File: src/rtl/pcd_pkg.sv
package pcd_pkg;

  typedef enum logic [1:0] {
    CYC_NONE = 2'd0,
    CYC_IO   = 2'd1,
    CYC_ATTR = 2'd2
  } cyc_kind_e;

  typedef struct packed {
    logic [1:0] lanes;
    logic       word;
    logic       swap;
    logic       ok;
  } lane_sel_t;

endpackage

File: src/rtl/pcd_lane_decode.sv
module pcd_lane_decode
  import pcd_pkg::*;
(
  input  logic      ce1_n,
  input  logic      ce2_n,
  input  logic      a0,
  output lane_sel_t sel
);

  always_comb begin
    sel = '0;
    unique case ({ce1_n, ce2_n, a0})
      3'b000: begin
        sel.lanes = 2'b11;
        sel.word  = 1'b1;
        sel.ok    = 1'b1;
      end
      3'b010: begin
        sel.lanes = 2'b01;
        sel.ok    = 1'b1;
      end
      3'b011: begin
        sel.lanes = 2'b10;
        sel.swap  = 1'b1;
        sel.ok    = 1'b1;
      end
      3'b100, 3'b101: begin
        sel.lanes = 2'b10;
        sel.ok    = 1'b1;
      end
      default: sel = '0;
    endcase
  end

endmodule

File: src/rtl/pcd_io_match.sv
module pcd_io_match #(
  parameter int ADDR_W = 10,
  parameter int IDX_W  = 6,
  localparam int UPPER_W = ADDR_W - IDX_W
) (
  input  logic [UPPER_W-1:0] upper_addr,
  input  logic [UPPER_W-1:0] mask,
  input  logic [UPPER_W-1:0] base,
  output logic               hit
);

  logic [UPPER_W-1:0] miss;

  for (genvar k = 0; k < UPPER_W; k++) begin : g_bit
    assign miss[k] = mask[k] & (upper_addr[k] ^ base[k]);
  end

  assign hit = ~|miss;

endmodule

File: src/rtl/pcd_classify.sv
module pcd_classify
  import pcd_pkg::*;
(
  input  logic      reg_n,
  input  logic      ce1_n,
  input  logic      ce2_n,
  input  logic      a0,
  input  logic      iord_n,
  input  logic      iowr_n,
  input  logic      oe_n,
  input  logic      we_n,
  input  logic      io_mode,
  input  logic      io_hit,
  input  logic      lanes_ok,
  output cyc_kind_e kind,
  output logic      is_write
);

  logic [3:0] strobe_act;
  logic       one_strobe;
  logic       card_sel;
  logic       io_strobe;
  logic       attr_strobe;

  assign strobe_act  = {~we_n, ~oe_n, ~iowr_n, ~iord_n};
  assign one_strobe  = (strobe_act != 4'b0000) &&
                       ((strobe_act & (strobe_act - 4'd1)) == 4'b0000);
  assign card_sel    = ~reg_n & ~(ce1_n & ce2_n);
  assign io_strobe   = strobe_act[0] | strobe_act[1];
  assign attr_strobe = strobe_act[2] | strobe_act[3];

  always_comb begin
    kind     = CYC_NONE;
    is_write = 1'b0;
    if (card_sel && one_strobe) begin
      if (io_strobe) begin
        if (io_mode && io_hit && lanes_ok) begin
          kind     = CYC_IO;
          is_write = strobe_act[1];
        end
      end else if (attr_strobe) begin
        if (!ce1_n && !a0) begin
          kind     = CYC_ATTR;
          is_write = strobe_act[3];
        end
      end
    end
  end

endmodule

File: src/rtl/pcd_data_steer.sv
module pcd_data_steer #(
  parameter int DATA_W = 16,
  localparam int LANES = DATA_W / 8
) (
  input  logic [DATA_W-1:0] din,
  input  logic [LANES-1:0]  lanes,
  input  logic              swap,
  output logic [DATA_W-1:0] dout
);

  for (genvar l = 0; l < LANES; l++) begin : g_lane
    logic [7:0] src;
    if (l == 0) begin : g_low
      assign src = din[7:0];
    end else begin : g_high
      assign src = swap ? din[7:0] : din[8*l +: 8];
    end
    assign dout[8*l +: 8] = lanes[l] ? src : 8'h00;
  end

endmodule

File: src/rtl/pccard_cycle_decoder.sv
module pccard_cycle_decoder
  import pcd_pkg::*;
#(
  parameter int ADDR_W = 10,
  parameter int DATA_W = 16,
  parameter int IDX_W  = 6,
  localparam int UPPER_W = ADDR_W - IDX_W,
  localparam int ATTR_W  = ADDR_W - 1,
  localparam int LANES   = DATA_W / 8
) (
  input  logic              clk,
  input  logic              rst_n,
  input  logic [ADDR_W-1:0] host_addr,
  input  logic [DATA_W-1:0] host_data,
  input  logic              ce1_n,
  input  logic              ce2_n,
  input  logic              reg_n,
  input  logic              iord_n,
  input  logic              iowr_n,
  input  logic              oe_n,
  input  logic              we_n,
  input  logic              io_mode,
  input  logic [UPPER_W-1:0] addr_mask,
  input  logic [UPPER_W-1:0] io_base,
  output logic [1:0]        cyc_kind,
  output logic              cyc_write,
  output logic [LANES-1:0]  lane_en,
  output logic              is_word,
  output logic              odd_on_low,
  output logic [IDX_W-1:0]  reg_idx,
  output logic [ATTR_W-1:0] attr_addr,
  output logic [DATA_W-1:0] lane_data,
  output logic              inpack_n
);

  lane_sel_t  sel;
  logic       io_hit;
  cyc_kind_e  kind_c;
  logic       wr_c;

  pcd_lane_decode u_lane (
    .ce1_n (ce1_n),
    .ce2_n (ce2_n),
    .a0    (host_addr[0]),
    .sel   (sel)
  );

  pcd_io_match #(.ADDR_W(ADDR_W), .IDX_W(IDX_W)) u_match (
    .upper_addr (host_addr[ADDR_W-1:IDX_W]),
    .mask       (addr_mask),
    .base       (io_base),
    .hit        (io_hit)
  );

  pcd_classify u_class (
    .reg_n    (reg_n),
    .ce1_n    (ce1_n),
    .ce2_n    (ce2_n),
    .a0       (host_addr[0]),
    .iord_n   (iord_n),
    .iowr_n   (iowr_n),
    .oe_n     (oe_n),
    .we_n     (we_n),
    .io_mode  (io_mode),
    .io_hit   (io_hit),
    .lanes_ok (sel.ok),
    .kind     (kind_c),
    .is_write (wr_c)
  );

  // next-state values
  logic [1:0]        kind_d;
  logic              wr_d;
  logic [LANES-1:0]  lane_d;
  logic              word_d;
  logic              swap_d;
  logic [IDX_W-1:0]  idx_d;
  logic [ATTR_W-1:0] attr_d;
  logic [DATA_W-1:0] data_d;
  logic              ack_d;

  always_comb begin
    kind_d = kind_c;
    wr_d   = wr_c;
    lane_d = '0;
    word_d = 1'b0;
    swap_d = 1'b0;
    idx_d  = '0;
    attr_d = '0;
    ack_d  = 1'b1;
    unique case (kind_c)
      CYC_IO: begin
        lane_d = sel.lanes;
        word_d = sel.word;
        swap_d = sel.swap;
        idx_d  = host_addr[IDX_W-1:0];
        ack_d  = wr_c;
      end
      CYC_ATTR: begin
        lane_d = {{(LANES-1){1'b0}}, 1'b1};
        attr_d = host_addr[ADDR_W-1:1];
      end
      default: ;
    endcase
  end

  pcd_data_steer #(.DATA_W(DATA_W)) u_steer (
    .din   (host_data),
    .lanes (lane_d),
    .swap  (swap_d),
    .dout  (data_d)
  );

  // registers
  always_ff @(posedge clk or negedge rst_n) begin
    if (!rst_n) begin
      cyc_kind   <= CYC_NONE;
      cyc_write  <= 1'b0;
      lane_en    <= '0;
      is_word    <= 1'b0;
      odd_on_low <= 1'b0;
      reg_idx    <= '0;
      attr_addr  <= '0;
      lane_data  <= '0;
      inpack_n   <= 1'b1;
    end else begin
      cyc_kind   <= kind_d;
      cyc_write  <= wr_d;
      lane_en    <= lane_d;
      is_word    <= word_d;
      odd_on_low <= swap_d;
      reg_idx    <= idx_d;
      attr_addr  <= attr_d;
      lane_data  <= data_d;
      inpack_n   <= ack_d;
    end
  end

endmodule

File: config.mk
export PLATFORM = sky130hd
export DESIGN_NAME = pccard_cycle_decoder
export DESIGN_NICKNAME = d
export VERILOG_FILES = /design/src/rtl/pcd_pkg.sv /design/src/rtl/pcd_lane_decode.sv /design/src/rtl/pcd_io_match.sv /design/src/rtl/pcd_classify.sv /design/src/rtl/pcd_data_steer.sv /design/src/rtl/pccard_cycle_decoder.sv
export SDC_FILE = /design/constraint.sdc
export NUM_CORES = 1
export LEC_CHECK = 0
export BUFFER_PORTS_ARGS = -buffer_cell sky130_fd_sc_hd__buf_2
export CAP_MARGIN = 15
export CORE_MARGIN = 2
export CORE_UTILIZATION = 35
export CTS_CLUSTER_DIAMETER = 200
export DETAILED_ROUTE_END_ITERATION = 12
export GPL_TIMING_DRIVEN = 0
export PLACE_DENSITY = 0.66
export SLEW_MARGIN = 20
export SYNTH_ARGS = -nofsm -noshare
export SYNTH_HDL_FRONTEND = slang
export SYNTH_SLANG_ARGS = --single-unit
File: constraint.sdc
create_clock -name clk -period 0.9 [get_ports clk]
set_input_delay 0.135 -clock clk [delete_from_list [all_inputs] [get_ports clk]]
set_output_delay 0.135 -clock clk [all_outputs]
set_load 0.005 [all_outputs]
==> results.md, run 1 <==
* IO Count at 83
* Core area at 4060 sq um
* Global-route wire length before repair at between 5000 and 6000 um
* Maxcap violations at 0
* Period utilization at 163%
* H-tree depth at 2
* Max_slew headroom at about 44%
* Initial antenna violation count at 0
* Most Crowded Layer GR: met2
* Slowest Stage Delay on Critical Path at roughly 0.22 ns
* Vias at ~1,300
* Dpl cell area at 2050 sq um
* CP cell instances: clkbuf_4 > xnor2_2 > a2111oi_4 > nand4_2 > buf_4 > ha_4 > a21oi_4 > nor2_4 > and2_4
* Synth unique cells at 26
* Critical path's slowest cell: a2111oi_4
* Mean post-synth cell area at ~12 sq um
* Power Density at 1300 nW/um^2
* CTS clk-pin slew, worst paths at 0.07 ns
* Area grow syn2layout at 59.0%
* CTS tree: done
* CP required at 1.07 ns
* Cells after Synth at 126
* Share of layout cells above drive strength 1 at 59.3%
* Die span in x at a little under 70 um
* Vias in the first global route at 1,182
* FILL cells at about 350
* Met1 GRT Util at ~20%
* Die area at 4810 sq um
* Post-route cell area at 2380 sq um
* Status: finished with violations
* DRT Pass-1 Iters at 3
* Yosys warning count at 0
* ANT cells at 0
* IO Port Bufs at 81
* WL per Instance at about 13 um
* Root buffer cell: clkbuf_8
* Met3 usage at around 4.2%
* DP HPWL at 2470 um
* Yosys reg bits at 39
* Final setup violating endpoints at 42
* Final-report hold violation count at 38
* Syn nets at between 150 and 200
* Tmin final at between 1 and 1.5 ns
* Worst Setup Start Kind: primary input
* Routability Congestion at 0.722
* DRT iter0 DRCs at 84
* Worst VDD drop at 0.000508 V
* RSZ-0062 raised after global routing: true
* Die height at between 60 and 70 um
* Min Hold Slack at -0.0476 ns
* Total CTS buffers at 5
* Final Worst Setup Slack at -0.563 ns
* Final wirelength at 3560 um
* Commonest non-fill, non-tap cell in the layout: buf_2
* Pwr Total at 3100 uW
* Commonest non-fill, non-tap cells in the layout: 77 x buf_2, 38 x dfrtp_1, 20 x and2_1, 17 x nand2_1, 9 x buf_4
* HP Class: in2async
* Final core occ at 58.6%
* Max clock buf depth at 2
* Failing checks: negative hold slack, negative setup slack
* CP max FO at 6
* Setup TNS at -17.22 ns
* Slew @ Worst Pin at 0.833 ns
* CP endpoint kind: flop
* GRT met2 Usage at 25.4%
* Max Clk Rate at 684 MHz
* Remaining antenna violation count at 0
* Number of remaining DRC errors at 0
* Multi-input gate area at between 600 and 700 sq um
* Total global-route track usage at 15.7%
* Mapped Area at 1500 sq um
* WP data arrival at between 1.5 and 2 ns
* FF+latch area at 977 sq um
* Initial core utilization at 36.9%
* Nets@finish at 273
* Vias per cell at between 4 and 5
* Number of cell rows at 23
* Largest net degree at the start of global routing at 40
* GRT overflow at 0
* Slew Viols, Final at 0
* Clock sink count at 39
* Dpl cells at 257
* Leak pwr at 0.00131 uW
* Register area share after synthesis at 65.3%
* Final Non-Filler Cells at 276
* CP Class: in2reg
final timing paths:
| check | cells past startpoint | end | start |
|---|---|---|---|
| max | 9 | lane_data[3] | iowr_n |
| min | 1 | attr_addr[7] | rst_n |
| max in group asynchronous | 1 | lane_data[7] | rst_n |
| min in group clk | 2 | is_word | ce2_n |
power breakdown:
part           internal [uW]  switching, uW  total, uW
clock                    515            511       1030
sequential              1760           1.24       1760
combinational            149            161        309
total                   2420            673       3100
flip-flops by register name (all words and copies together) (netlist names):
register and cells:
lane_data 16, odd_on_low 1, is_word 1, reg_idx 6, lane_en 2, cyc_kind 2, attr_addr 9, cyc_write 1
inpack_n 1
cell type report:
type / instances / share of cell area [%]
multi-input cells: 81 / 27.9
repair inverters: 1 / 0.263
repair buffers: 92 / 22.2
clock buffers: 6 / 3.05
well taps: 50 / 2.63
flip-flops and latches: 39 / 41.1
plain buffers: 2 / 1.89
inverters: 5 / 0.999
cells by family after synthesis:
kind of cell             Yosys count  synth area share [%]
AND/OR/NAND/NOR                   54                  19.6
flip-flops                        39                  65.3
AO/OA/AOI/OAI                     18                  8.03
buffers and inverters              7                  1.84
XOR/XNOR                           6                  3.51
adder cells (fa/ha/maj)            2                  1.67
repair_timing:
action	CTS	global route
setup buffers	8	3
endpoints found under the hold margin	38	0
pin swaps	9	5
endpoints found under the setup margin	52	77
gates resized for setup	19	16
cloned	2	0
critical path: cells and delay by family:
kind / cells / cell delay [ns]
compound gates: 2 / 0.41
xor+xnor: 1 / 0.15
fa+ha+maj: 1 / 0.16
buf+inv: 2 / 0.33
simple gates: 3 / 0.43
through the flow:
step	setup slack [ns]	hold WS, ns
floorplan	-0.659	-0.161
global placement	-1.06	0.273
detailed placement	-1.13	0.287
CTS	-0.579	-0.0179
global route	-0.649	0.0270
finish	-0.563	-0.0476
Yosys cell counts, drive strengths merged:
cell / count / share of area, %
a2111oi: 1 / 1.0
a211oi: 2 / 1.0
a21o: 1 / 0.50
a21oi: 10 / 3.3
a22oi: 2 / 1.0
and2: 23 / 9.6
and4: 1 / 0.67
buf: 1 / 0.33
clkbuf: 1 / 0.25
dfrtp: 38 / 64
dfstp: 1 / 1.8
ha: 2 / 1.7
inv: 5 / 1.3
nand2: 19 / 4.8
nand3: 2 / 1.0
nand4: 1 / 0.84
nand4b: 1 / 0.59
nor2: 5 / 1.3
nor2b: 1 / 0.42
nor3b: 1 / 0.50
o211ai: 1 / 0.84
o21ai: 1 / 0.33
xnor2: 2 / 1.2
xor2: 4 / 2.3
routing by layer:
| metal | wire length [um] | share of wire (%) | vias to the layer above |
|---|---|---|---|
| met1 | 1370 | 38 | 595 |
| met4 | 102 | 2.9 | 0 |
| met2 | 1920 | 54 | 39 |
| li1 | - | - | 612 |
| met5 | 0 | 0 | - |
| met3 | 170 | 4.8 | 10 |
Power figures use the tool's default switching activity.
==> inputs of run 2 (changes only) <==
- CELL_PAD_IN_SITES_DETAIL_PLACEMENT: default -> 1
- CELL_PAD_IN_SITES_GLOBAL_PLACEMENT: default -> 2
- CORE_UTILIZATION: 35 -> 27
- PLACE_DENSITY: 0.66 -> default
- PLACE_DENSITY_LB_ADDON: default -> 0.1
==> run 2 against run 1 <==
  * The flow still finishes with violations (negative hold slack, negative setup slack)
  * Critical endpoint is now lane_data[6]
  * First-iteration DRC count shrank 32%
  * Hold slack gained 0.014 ns
  * Clock-buffer cell count is the same
  * Setup slack gained 0.031 ns
  * Critical path depth grew 1
  * Highest routed layer unchanged
  * Global-route usage shrank 0.24 points
  * Sequential share of layout area shrank 2.7 points
  * Critical path type unchanged
==> results.md, run 2 (synthesized netlist as in run 1, its figures left out) <==
* Die span in x at 78.4 um
* Worst Setup Start Kind: primary input
* Final-report hold violation count at 38
* Core area at approximately 5400 sq um
* Vias in the first global route at 1,462
* Status: finished with violations
* Switching Share at between 20% and 30%
* Top delay family on crit path: simple AND/OR/NAND/NOR gates
* Slew @ Worst Pin at 0.871 ns
* Clock sink count at 39
* Critical path's slowest cell: ha_4
* Max_slew headroom at approximately two fifths
* Largest registers: lane_data x16, attr_addr x9, reg_idx x6
* Reg power frac at 53.7%
* Vias per cell at between 4 and 5
* Global-route wire length before repair at 7180 um
* Die height at 78.4 um
* Biggest register: lane_data
* Clk network pwr share at 35.9%
* Number of remaining DRC errors at 0
* WL per Instance at 14.8 um
* Max clock buf depth at 2
* Initial antenna violation count at 0
* DRT iter0 DRCs at 57
* GRT overflow at 0
* Die area at 6150 sq um
* Commonest non-fill, non-tap cell in the layout: buf_2
* Final setup violating endpoints at 56
* Final Worst Setup Slack at -0.532 ns
* Initial core utilization at 27.5%
* ANT cells at 0
* Largest net degree at the start of global routing at 40
* Worst VDD drop at just under 0.0005 V
* Slew Viols, Final at 0
* Root buffer cell: clkbuf_8
* Final Non-Filler Cells at approximately 310
* Leak pwr at 0.00138 uW
* IO Port Bufs at roughly 80
* Period utilization at 159%
* Maxcap violations at 0
* WP data arrival at 1.61 ns
* Setup TNS at -17.08 ns
* Largest register FFs at 16
* Dpl cells at 279
* Commonest non-fill, non-tap cells in the layout: 78 x buf_2, 38 x dfrtp_1, 19 x and2_1, 13 x nand2_1, 13 x buf_4
* CP cell instances: buf_8 > buf_4 > buf_4 > nor2_4 > nand3_1 > ha_4 > clkbuf_16 > a21oi_4 > nor2_4 > and2_4
* DRT Pass-1 Iters at 4
* CP startpoint: host_addr[0]
* Remaining antenna violation count at 0
* CP max FO at 5
* Final wirelength at 4590 um
* Pint at 2520 uW
* Share of layout cells above drive strength 1 at 63.7%
* Gate power share at around a tenth
* Failing checks: negative hold slack, negative setup slack
* Routability Congestion at 0.718
* Max Clk Rate at 698 MHz
* Nets@finish at 283
* DP HPWL at 3180 um
* CP Class: in2reg
* Area grow syn2layout at 70.3%
* Switching pwr at 757 uW
* RSZ-0062 raised after global routing: true
* Min Hold Slack at -0.0340 ns
* Power Density at 1290 nW/um^2
* IO Count at between 80 and 90
* Crit path capture: lane_data[6]
* CTS clk-pin slew, worst paths at around 0.07 ns
* Critical Path Stages at 10
* H-tree depth at 2
* HP Class: in2async
* Total global-route track usage at 15.5%
* Pwr Total at 3280 uW
* CP endpoint kind: flop
* CP required at 1.08 ns
* Slowest Stage Delay on Critical Path at approximately 0.23 ns
* Vias at 1,339
* CTS tree: done
* Number of cell rows at 27
* Worst path bufs/invs at 4
* Tmin final at 1.43 ns
* Total CTS buffers at 5
==> run 2: cell count changes in the layout (fill, tap and decap cells not counted), moves of 2 or more <==
| cell | before | now |
|---|---|---|
| buf_6 | 3 | 9 |
| buf_4 | 9 | 13 |
| nand2_1 | 17 | 13 |
| a22oi_1 | 2 | 0 |
| a22oi_2 | 0 | 2 |
| nand2_2 | 1 | 3 |
| nand2_4 | 0 | 2 |
==> run 2: area by class of cell <==
cell class,instances,area [sq um]
buffer,2,45.0
clock buffer,6,82.6
clock inverter,1,5.00
fill,623,2890
inverter,5,23.8
multi-input combinational,81,694
sequential,39,977
tap,72,90.1
timing repair buffer,102,624
timing repair inverter,1,6.26
==> run 2: how the worst min path moves through the flow <==
stage	start	endpoint	slack [ns]	cells past startpoint
after CTS	rst_n	lane_data[3]	-0.01	1
after detailed placement	rst_n	reg_idx[5]	0.30	1
after global placement	rst_n	reg_idx[5]	0.28	1
after floorplan	rst_n	attr_addr[0]	-0.16	0
final	rst_n	attr_addr[5]	-0.03	1
after global routing	rst_n	reg_idx[5]	0.01	1
==> run 2: power groups by stage <==
stage          Combinational, uW  Clock [uW]  Sequential [uW]
3_3_place_gp                 270           0             1790
6_report                     342        1180             1760
2_1_floorplan                104           0             1790
4_1_cts                      315        1230             1760
3_5_place_dp                 280           0             1790
5_1_grt                      376        1310             1760
==> run 2: what timing repair did <==
action | CTS | global route
pin swaps | 13 | 5
cloned | 2 | 0
setup buffers | 13 | 9
hold endpoints to repair | 38 | 0
setup endpoints to repair | 76 | 77
resized for setup | 26 | 26
==> run 2: routing by layer <==
| layer | GRT usage [%] | up-vias | wire length (um) |
|---|---|---|---|
| li1 | - | 631 | - |
| met1 | 17.5 | 656 | 1740 |
| met2 | 27.1 | 48 | 2530 |
| met3 | 3.91 | 4 | 251 |
| met4 | 7.72 | 0 | 70 |
| met5 | 0 | - | 0 |
==> run 2: through the flow <==
stage	hold WS, ns	area, sq um	util [%]	worst slack, ns
2_1_floorplan	-0.161	1590	-	-0.659
3_3_place_gp	0.279	2080	38.3	-1.13
3_5_place_dp	0.301	2080	38.3	-1.17
4_1_cts	-0.0107	2400	44.1	-0.565
5_1_grt	0.0108	2550	46.9	-0.614
6_report	-0.0340	2550	46.9	-0.532
==> inputs of run 3 (changes only) <==
- RECOVER_POWER: default -> 50
==> run 3 against run 2 <==
  * The run still ends with negative hold slack, negative setup slack left
  * Sequential power is essentially flat
  * Total power is essentially flat
  * Global-route usage is the same
  * Clock-buffer cell count is the same
  * Largest power group unchanged
  * Flip-flop and latch count is the same
  * Non-clock buffer count is the same
  * Routed wire length is essentially flat
  * Hold slack gained 0.032 ns
  * Utilization is the same
  * Combinational power is essentially flat
  * Die area is the same
==> results.md, run 3 (synthesized netlist as in run 1, its figures left out) <==
* Status: finished with violations
* Failing checks: negative hold slack, negative setup slack
* RSZ-0062 raised after global routing: true
* Total CTS buffers at 5
* Die area at 6150 sq um
* Tmin final at 1.43 ns
* Maxcap violations at 0
* CTS tree: done
* Die height at 78.4 um
* Global-route wire length before repair at 7180 um
* Final-report hold violation count at 5
* Number of remaining DRC errors at 0
* Vias per cell at 4.33
* Die span in x at 78.4 um
* Vias in the first global route at around 1,500
* Worst Setup Start Kind: primary input
* Number of cell rows at 27
* DP HPWL at 3180 um
* DRT iter0 DRCs at 57
* CP endpoint kind: flop
* Period utilization at 159%
* Core area at about 5400 sq um
* Slowest Stage Delay on Critical Path at ~0.23 ns
* Power Density at 1290 nW/um^2
* CP required at around 1.1 ns
* HP Class: in2async
* Dpl cell area at around 2100 sq um
* IO Count at 83
* IO Port Bufs at 81
* Max clock buf depth at 2
* WP data arrival at 1.61 ns
* Commonest non-fill, non-tap cell in the layout: buf_2
* Largest register FFs at 16
* Worst slack at placement at -1.17 ns
* CP Class: in2reg
* Final Non-Filler Cells at 309
* Max_slew headroom at 34.8%
* Worst VDD drop at about 0.0005 V
* Biggest register: lane_data
* Remaining antenna violation count at 0
* Share of layout cells above drive strength 1 at 63.7%
* GRT overflow at 0
* Vias at roughly 1,300
* WL per Instance at roughly 15 um
* CTS clk-pin slew, worst paths at about 0.070 ns
* DRT Pass-1 Iters at 4
* Total global-route track usage at 15.5%
* Area grow syn2layout at 70.3%
* Root buffer cell: clkbuf_8
* Slew @ Worst Pin at 0.978 ns
* Dpl cells at 279
* Commonest non-fill, non-tap cells in the layout: 77 x buf_2, 38 x dfrtp_1, 19 x and2_1, 13 x nand2_1, 13 x buf_4
* Worst path bufs/invs at 4
* Initial antenna violation count at 0
* Largest registers: lane_data x16, attr_addr x9, reg_idx x6
* Clock sink count at 39
* Min Hold Slack at -0.00154 ns
* Leak pwr at 0.00138 uW
* Top delay family on crit path: simple AND/OR/NAND/NOR gates
* Post-route cell area at 2550 sq um
* Critical path's slowest cell: ha_4
* Final setup violating endpoints at 56
* H-tree depth at 2
* Initial core utilization at 27.5%
* CP max FO at 5
* Final Worst Setup Slack at -0.532 ns
* Final core occ at 46.9%
* ANT cells at 0
* Nets@finish at 283
* Slew Viols, Final at 0
* Final wirelength at roughly 4600 um
* Routability Congestion at 0.718
* Max Clk Rate at about 700 MHz
* Largest net degree at the start of global routing at 40
* CP cell instances: buf_8 > buf_4 > buf_4 > nor2_4 > nand3_1 > ha_4 > clkbuf_16 > a21oi_4 > nor2_4 > and2_4
-- run 3: worst paths after layout --
path	depth (start not counted)	end	start	slack [ns]
max	10	lane_data[6]	host_addr[0]	-0.53
min	1	attr_addr[5]	rst_n	-0.002
max in group asynchronous	1	lane_data[3]	rst_n	0.30
min in group clk	2	is_word	ce2_n	0.03
-- run 3: routing by layer --
metal	track usage (%)	up-vias	share of wire [%]
met5	0	-	0
met4	7.72	0	1.5
met3	3.91	4	5.5
met2	27.1	48	55
met1	17.5	656	38
li1	-	631	-
-- run 3: what timing repair did --
| item | CTS | global route |
|---|---|---|
| gates cloned | 2 | 0 |
| setup endpoints to repair | 76 | 77 |
| hold endpoints to repair | 38 | 0 |
| buffers inserted | 13 | 9 |
| resized for setup | 26 | 26 |
| pin swaps | 13 | 5 |
-- run 3: per-stage QoR --
stage	setup TNS [ns]	power, uW
final	-17.08	3280
after global placement	-30.83	2060
after CTS	-18.83	3310
after detailed placement	-32.30	2070
after global routing	-21.29	3450
after floorplan	-17.57	1900
-- run 3: cell type report --
class | count | area [sq um]
tap | 72 | 90.1
multi-input combinational | 81 | 694
inverter | 5 | 23.8
sequential | 39 | 977
clock buffer | 6 | 82.6
clock inverter | 1 | 5.00
timing repair buffer | 102 | 624
fill | 623 | 2890
timing repair inverter | 1 | 6.26
buffer | 2 | 45.0
-- run 3: power by group --
| group | total (uW) | switching [uW] | leakage [uW] | internal [uW] |
|---|---|---|---|---|
| sequential | 1760 | 1.49 | 0.000541 | 1760 |
| combinational | 342 | 180 | 0.000794 | 162 |
| clock | 1180 | 576 | 0.0000470 | 601 |
